**config.mk**
```make
export PLATFORM = sky130hd
export DESIGN_NAME = pfd_top
export DESIGN_NICKNAME = d
export VERILOG_FILES = /design/src/rtl/pfd_pkg.sv /design/src/rtl/pfd_edge_sync.sv /design/src/rtl/pfd_core.sv /design/src/rtl/pfd_lock.sv /design/src/rtl/pfd_top.sv
export SDC_FILE = /design/constraint.sdc
export NUM_CORES = 1
export LEC_CHECK = 0
export CORE_MARGIN = 1.5
export CORE_UTILIZATION = 35
export DETAILED_ROUTE_END_ITERATION = 6
export GPL_TIMING_DRIVEN = 0
export PLACE_DENSITY_LB_ADDON = 0.25
export SLEW_MARGIN = 15
export SYNTH_ARGS = -nofsm -noshare
export SYNTH_HDL_FRONTEND = slang
export SYNTH_SLANG_ARGS = --single-unit
```
**constraint.sdc**
```tcl
create_clock -name clk -period 1.9 [get_ports clk]
set_input_delay 0.19 -clock clk [delete_from_list [all_inputs] [get_ports clk]]
set_output_delay 0.19 -clock clk [all_outputs]
set_load 0.03 [all_outputs]
```
**src/rtl/pfd_pkg.sv**
```systemverilog
package pfd_pkg;
    localparam int DLY_W       = 4;
    localparam int WIN_W       = 8;
    localparam int SYNC_STAGES = 2;
    localparam int LOCK_RUN    = 16;
    localparam int RUN_W       = $clog2(LOCK_RUN + 1);

    typedef struct packed {
        logic up;
        logic dn;
    } pump_flags_t;

    typedef enum logic [1:0] {
        PH_IDLE = 2'b00,
        PH_UP   = 2'b01,
        PH_DN   = 2'b10,
        PH_BOTH = 2'b11
    } pump_phase_e;

    function automatic logic [DLY_W-1:0] eff_delay(input logic [DLY_W-1:0] d);
        return (d == '0) ? DLY_W'(1) : d;
    endfunction

    function automatic pump_phase_e phase_of(input pump_flags_t f);
        case ({f.dn, f.up})
            2'b01:   return PH_UP;
            2'b10:   return PH_DN;
            2'b11:   return PH_BOTH;
            default: return PH_IDLE;
        endcase
    endfunction
endpackage

```
**src/rtl/pfd_edge_sync.sv**
```systemverilog
module pfd_edge_sync
    import pfd_pkg::*;
#(
    parameter int STAGES = SYNC_STAGES
) (
    input  logic clk,
    input  logic rst,
    input  logic din,
    output logic rise
);
    logic [STAGES:0] chain;

    always_ff @(posedge clk) begin
        if (rst) chain <= '0;
        else     chain <= {chain[STAGES-1:0], din};
    end

    assign rise = chain[STAGES-1] & ~chain[STAGES];

    // a rising edge is a single-cycle event
    a_r1_single_event: assert property (@(posedge clk) disable iff (rst)
        rise |=> !rise);
endmodule

```
**src/rtl/pfd_core.sv**
```systemverilog
module pfd_core
    import pfd_pkg::*;
(
    input  logic              clk,
    input  logic              rst,
    input  logic              ref_edge,
    input  logic              fb_edge,
    input  logic [DLY_W-1:0]  dly_cfg,
    output pump_flags_t       flags,
    output pump_phase_e       phase,
    output logic              cmp
);
    logic [DLY_W-1:0] ov_cnt;
    logic [DLY_W-1:0] ov_len;
    logic             both;

    assign ov_len = eff_delay(dly_cfg);
    assign both   = flags.up & flags.dn;
    assign cmp    = both && (ov_cnt == ov_len - DLY_W'(1));
    assign phase  = phase_of(flags);

    always_ff @(posedge clk) begin
        if (rst) begin
            flags  <= '0;
            ov_cnt <= '0;
        end else begin
            flags.up <= (flags.up & ~cmp) | ref_edge;
            flags.dn <= (flags.dn & ~cmp) | fb_edge;
            ov_cnt   <= (both && !cmp) ? ov_cnt + DLY_W'(1) : '0;
        end
    end

    a_r1_up_set: assert property (@(posedge clk) disable iff (rst)
        ref_edge |=> flags.up);
    a_r2_dn_set: assert property (@(posedge clk) disable iff (rst)
        fb_edge |=> flags.dn);
    a_r3_clear_after_delay: assert property (@(posedge clk) disable iff (rst)
        cmp |=> (!(flags.up && flags.dn) || $past(ref_edge && fb_edge)));
    a_r5_up_needs_edge: assert property (@(posedge clk) disable iff (rst)
        $rose(flags.up) |-> $past(ref_edge));
    a_r5_dn_needs_edge: assert property (@(posedge clk) disable iff (rst)
        $rose(flags.dn) |-> $past(fb_edge));
endmodule

```
**src/rtl/pfd_lock.sv**
```systemverilog
module pfd_lock
    import pfd_pkg::*;
(
    input  logic             clk,
    input  logic             rst,
    input  pump_phase_e      phase,
    input  logic             cmp,
    input  logic [WIN_W-1:0] win_cfg,
    output logic             lock_o
);
    logic [WIN_W:0]   skew;
    logic [RUN_W-1:0] run;
    logic             single;
    logic             in_win;

    assign single = (phase == PH_UP) || (phase == PH_DN);
    assign in_win = skew <= {1'b0, win_cfg};
    assign lock_o = (run == RUN_W'(LOCK_RUN));

    always_ff @(posedge clk) begin
        if (rst) begin
            skew <= '0;
            run  <= '0;
        end else begin
            if (cmp)
                skew <= '0;
            else if (single && !(&skew))
                skew <= skew + 1'b1;
            if (cmp) begin
                if (!in_win)
                    run <= '0;
                else if (run != RUN_W'(LOCK_RUN))
                    run <= run + 1'b1;
            end
        end
    end

    a_r8_lock_drop: assert property (@(posedge clk) disable iff (rst)
        (cmp && !in_win) |=> !lock_o);
    a_r7_lock_on_cmp: assert property (@(posedge clk) disable iff (rst)
        $rose(lock_o) |-> $past(cmp));
endmodule

```
**src/rtl/pfd_top.sv**
```systemverilog
module pfd_top
    import pfd_pkg::*;
(
    input  logic             clk,
    input  logic             rst,
    input  logic             ref_in,
    input  logic             fb_in,
    input  logic [DLY_W-1:0] dly_cfg,
    input  logic [WIN_W-1:0] win_cfg,
    output logic             up_o,
    output logic             dn_o,
    output logic             lock_o
);
    logic [1:0]  raw;
    logic [1:0]  rise;
    pump_flags_t flags;
    pump_phase_e phase;
    logic        cmp;

    assign raw = {fb_in, ref_in};

    for (genvar i = 0; i < 2; i++) begin : g_in
        pfd_edge_sync #(.STAGES(SYNC_STAGES)) i_sync (
            .clk  (clk),
            .rst  (rst),
            .din  (raw[i]),
            .rise (rise[i])
        );
    end

    pfd_core i_core (
        .clk      (clk),
        .rst      (rst),
        .ref_edge (rise[0]),
        .fb_edge  (rise[1]),
        .dly_cfg  (dly_cfg),
        .flags    (flags),
        .phase    (phase),
        .cmp      (cmp)
    );

    pfd_lock i_lock (
        .clk     (clk),
        .rst     (rst),
        .phase   (phase),
        .cmp     (cmp),
        .win_cfg (win_cfg),
        .lock_o  (lock_o)
    );

    assign up_o = flags.up;
    assign dn_o = flags.dn;

    a_r9_reset_clears: assert property (@(posedge clk)
        rst |=> (!up_o && !dn_o && !lock_o));
endmodule

```
Yosys cells after proc, flatten, opt, wreduce, memory -nomap -nowiden:

Cells that the tools add are included.

* output and inout port bits: 3
* flip-flop bits (word level): 26

* muxes and demuxes: 4
* reductions and logical operators: 11
* bitwise logic cells: 11
* order comparisons: 1
* add/sub/neg operators: 4
* equal/unequal tests: 9

Operator list (number)
* 5-bit two-way mux: 2
* 9-bit by 1-bit adder with 9-bit output (second input constant): 1
* 9-bit by 8-bit <= comparator with 1-bit output: 1
* 9-bit AND reduction: 1
* 2-bit equality test (second input constant): 3
* 2-bit case mux with 3 select lines: 1
* 5-bit by 1-bit adder with 5-bit output (second input constant): 1
* 1-bit AND: 5
* 5-bit equality test (second input constant): 1
* 5-bit != test (second input constant): 1
* 4-bit by 1-bit adder with 4-bit output (second input constant): 1
* 2-bit by 1-bit equality test with 1-bit output (second input constant): 2
* 4-bit equality test: 1
* 4-bit logical NOT: 1
* 4-bit two-way mux: 1
* 1-bit inverter: 4
* 2-bit OR reduction: 2
* 4-bit by 1-bit subtractor with 4-bit output (second input constant): 1
* 1-bit logical AND: 3
* 1-bit logical NOT: 2
* 2-bit != test (second input constant): 1
* 1-bit bitwise OR: 2
* 2-bit AND reduction: 1
* 1-bit logical OR: 1

Logic depth before layout (Yosys ltp):

* depth after elaboration: 9
* depth in mapped cells: 10
* gate-level depth less buffers: 9

Cells and area by module:

From an unflattened synthesis, not the netlist that was laid out.

* cell total of the unflattened synthesis: 167
* area, all modules: 1490.2 um2

Modules (own cells, without submodules)
* pfd_lock: seq. area each 280.3 um2, cells each 113, instances 1, area each 945.9 um2
* pfd_core: seq. area each 120.1 um2, cells each 40, instances 1, area each 369.1 um2
* pfd_edge_sync: seq. area each 60.1 um2, cells each 7, instances 2, area each 87.6 um2

Least setup slack after synthesis:

No wires, ideal clock.

* kind: reg2reg
* from: register i_lock.skew[0]
* to: register i_lock.skew[6]
* path slack: 265 ps
* clock period less this slack: 1635 ps
* path buffers: 1
* cell stages (with the launch flop): 11
* data arrival time: 1521 ps
* data required time: 1786 ps
* cell sequence: dfxtp_1 ha_1 nand3_1 nor2_1 ha_1 nor2b_1 buf_2 and3_1 nand4_1 xor2_1 nor2_1

* longest elaborated chain between the ends: 3

Ends and longest elaborated chain
* start: declaration: RTL line pfd_lock.sv:11 `logic [WIN_W:0] skew;`
* start signal: assignment: RTL line pfd_lock.sv:28 `skew <= skew + 1'b1;`
* parallel branches: the longest is 3 deep, another holds 9-bit by 1-bit adder with 9-bit output

Several ways; the timed one is not identified.
A chain may end at the register's enable or synchronous reset.

Final worst setup path:

* from: input port win_cfg[4]
* to: register i_lock.run[2]

* longest elaborated chain between the ends: 3

Ends and longest elaborated chain
* start: declaration: RTL line pfd_top.sv:9 `input logic [WIN_W-1:0] win_cfg,`
* 9-bit by 8-bit <= comparator with 1-bit output *: RTL line pfd_lock.sv:17 `assign in_win = skew <= {1'b0, win_cfg};`
* 2-bit != test (no line)
* 2-bit AND reduction (no line)
* end signal: assignment: RTL line pfd_lock.sv:33 `run <= run + 1'b1;`
* end: declaration: RTL line pfd_lock.sv:12 `logic [RUN_W-1:0] run;`

Every way passes the cells marked *; elsewhere a longest branch is shown, timed or not.

==> flow_summary.ini <==
[status]
outcome = complete, no violations

[worst_hold_path]
hp-class = flip-flop to flip-flop
min_to = g_in[0].i_sync.chain[1]
holdPathStages = 1
min-delay-start = g_in[0].i_sync.chain[0]

[detailed_routing]
drt-met1-wl_mm = 1.36
viasPerCell = 5.11
antenna_left = 0
drtIter0Drc = 38
vias = 1222
drtPass1Iterations = 4
wl_per_cell_um = 12.9
wl_met2_mm = 1.57
routed_wl_mm = 3.09
drc = 0
highest_layer = met4
wl_met3_um = 117

[logic_synthesis]
synth_area_leaders = dfxtp_1 (36%), ha_1 (13%), nand3_1 (5.3%)
synth.avg_cell_area_um2 = 8.87
yosys_warnings = 0
yosysMostFrequentCell = dfxtp_1
syn-cell-area_um2 = 1430
syn_nets = 192
yosysTopAreaCellShare = 0.365
synth_cells = 161
post_synth_mux_area_share = 0.0210
yosysSeqAreaShare = 0.365
synth_compound_area_frac = 0.0894
ys_seq_elements = 26
synth-edff-count = 0
async_flop_share = 0
synth.distinct_cells = 33
synth_xor_xnor_area_share = 0.0798
yosys-top-cells-count = dfxtp_1 (26), nor2_1 (20), inv_1 (16), ha_1 (15), nand3_1 (15)
yosys.area_share.simple = 0.258
post-synth-top-area-cell = dfxtp_1
synth_top_family_by_area = simple AND/OR/NAND/NOR gates
ys.flop_type = dfxtp_1
synthAdderAreaFrac = 0.131

[sta]
worstMarginPinSlew_ns = 0.451
skew_ns = 0.00700
hold_viol = 0
setup_viol = 0
post-route-period-util = 0.947
holdWs_ns = 0.450
max_slew_margin = 0.700
layout_min_cycle_time_ns = 1.80
worst_slack_ns = 0.100
finalMaxSlewViolations = 0
fmaxAchievable_mhz = 556

[placement]
dp.cells = 229
numPortBuffers = 18
placedInstanceArea_um2 = 1670
dp_slack_ns = -0.375
dpl.hpwl_mm = 2.19
place_congestion = 0.774

[floorplan]
fp.dieH_um = 66.9
io_pins = 19
dieArea_um2 = 4470
start_util = 0.359
fp.dieW_um = 66.9
core.rowCount = 23
core_um2 = 3970

[final_layout]
num_antenna_cells = 0
fin_area_um2 = 1840
final_layout_size_suffix_gt1_frac = 0.143
syn_to_final_growth_pct = 28.9
finalNetCount = 221
finalNonFillerCells = 239

[clock_tree]
clock_sinks = 26
cts_hold_buf = 0
clock_latency_ns = 0.27
clk_path_buf_depth = 2
cts_tree = built
htree_num_levels = 1
numCtsBuffers = 3
root_buffer = clkbuf_8
clk_pin_slew_ns = 0.09

[critical_path]
reg2reg_depth = 10
r2r_slack_ns = 0.12
timing.rr.end = i_lock.skew[7]
path_class = primary input to flip-flop
cp_data_arrival_time_ns = 2.00
worst_ep_required_time_ns = 2.10
startpoint_type = primary input
r2r_start = i_lock.skew[1]
end_kind = flip-flop
crit_path_max_fanout = 5

[global_routing]
grt_use_total = 0.142
antenna_found_initial = 0
grt_pass1_wl_mm = 4.87
grt-ovfl-total = 0
grt_pass1_vias = 1193
grt_max_degree = 15

[power]
ir_drop_mv = 0.341
finalPower_mw = 1.08
p_leak_nw = 0.754
power_density_nw_per_um2 = 584

[job]
max_cap_viol_count = 0
## kinds of logic (layout without fill, tap and decap cells)
logic type,count (synthesis),after routing
and+or+nand+nor,69,69
DFF,26,26
adders and majority gates,15,15
buffers and inverters,19,46
muxes,3,3
AOI/OAI and AO/OA,16,17
xor gates and xnor gates,13,13
## what timing repair did
item,4_1_cts,5_1_grt
cloned,0,1
gates resized for setup,7,11
pin swaps,3,5
endpoints found under the setup margin,16,15
setup buffers,1,4
## flip-flops by register name, summed over array words and instances, names as in the netlist
| name | count |
|---|---|
| i_core.flags | 2 |
| i_lock.run | 5 |
| i_core.ov_cnt | 4 |
| g_in.i_sync.chain | 6 |
| i_lock.skew | 9 |
## critical path: stages
cell             delay [ns]
clkdlybuf4s50_1        0.46
inv_1                  0.04
ha_1                   0.29
and3_1                 0.20
nand3_1                0.22
o22ai_4                0.29
nand3b_1               0.13
a31oi_1                0.18
## how the worst max path moves through the flow
stage                              start         endpoint  slack, ns  depth (start not counted)
after global routing      i_lock.skew[1]   i_lock.skew[7]      -0.02                         10
after global placement        dly_cfg[1]  i_core.flags[0]      -0.31                         10
after detailed placement      dly_cfg[3]  i_core.flags[0]      -0.37                         10
after floorplan           i_lock.skew[0]   i_lock.skew[6]       0.27                         10
after CTS                 i_lock.skew[0]   i_lock.skew[5]     0.0005                         10
final                         win_cfg[4]    i_lock.run[2]       0.10                          8
## cell type report
cell class                      count  area (um^2)
Clock buffer                        4         55.1
Timing Repair Buffer               23          216
Fill cell                         384         2130
Tap cell                           50         62.6
Multi-Input combinational cell    117          901
Buffer                              3         22.5
Inverter                           16         60.1
Sequential cell                    26          523
## placed cells by master (no fill, tap or decap), types with 2 or more instances in the layout
| cell type | instances |
|---|---|
| a31oi_1 | 5 |
| and3_1 | 2 |
| buf_4 | 6 |
| clkbuf_8 | 4 |
| clkdlybuf4s50_1 | 14 |
| dfxtp_1 | 24 |
| dfxtp_2 | 2 |
| dlygate4sd2_1 | 3 |
| ha_1 | 14 |
| inv_1 | 16 |
| mux2i_1 | 3 |
| nand2_1 | 9 |
| nand3_1 | 15 |
| nand3b_1 | 3 |
| nand4_1 | 3 |
| nand4b_1 | 2 |
| nor2_1 | 19 |
| nor2b_1 | 8 |
| o22ai_4 | 2 |
| o2bb2ai_2 | 2 |
| xnor2_1 | 5 |
| xor2_1 | 7 |
## layer usage
metal,global-route usage,vias to the layer above
li1,-,610
met1,0.156,581
met2,0.266,26
met3,0.0220,5
met4,0.0612,0
met5,0,-
## through the flow
stage	TNS, ns	util
finish	0	0.463
global route	-0.0365	0.463
CTS	0	0.443
detailed placement	-6.10	0.421
global placement	-4.53	0.421
floorplan	0	-
## where the power goes
part | internal (mW) | switching (mW)
Combinational | 0.0828 | 0.0720
Clock | 0.185 | 0.169
Sequential | 0.557 | 0.00940
Total | 0.826 | 0.250
Power figures use the tool's default switching activity.
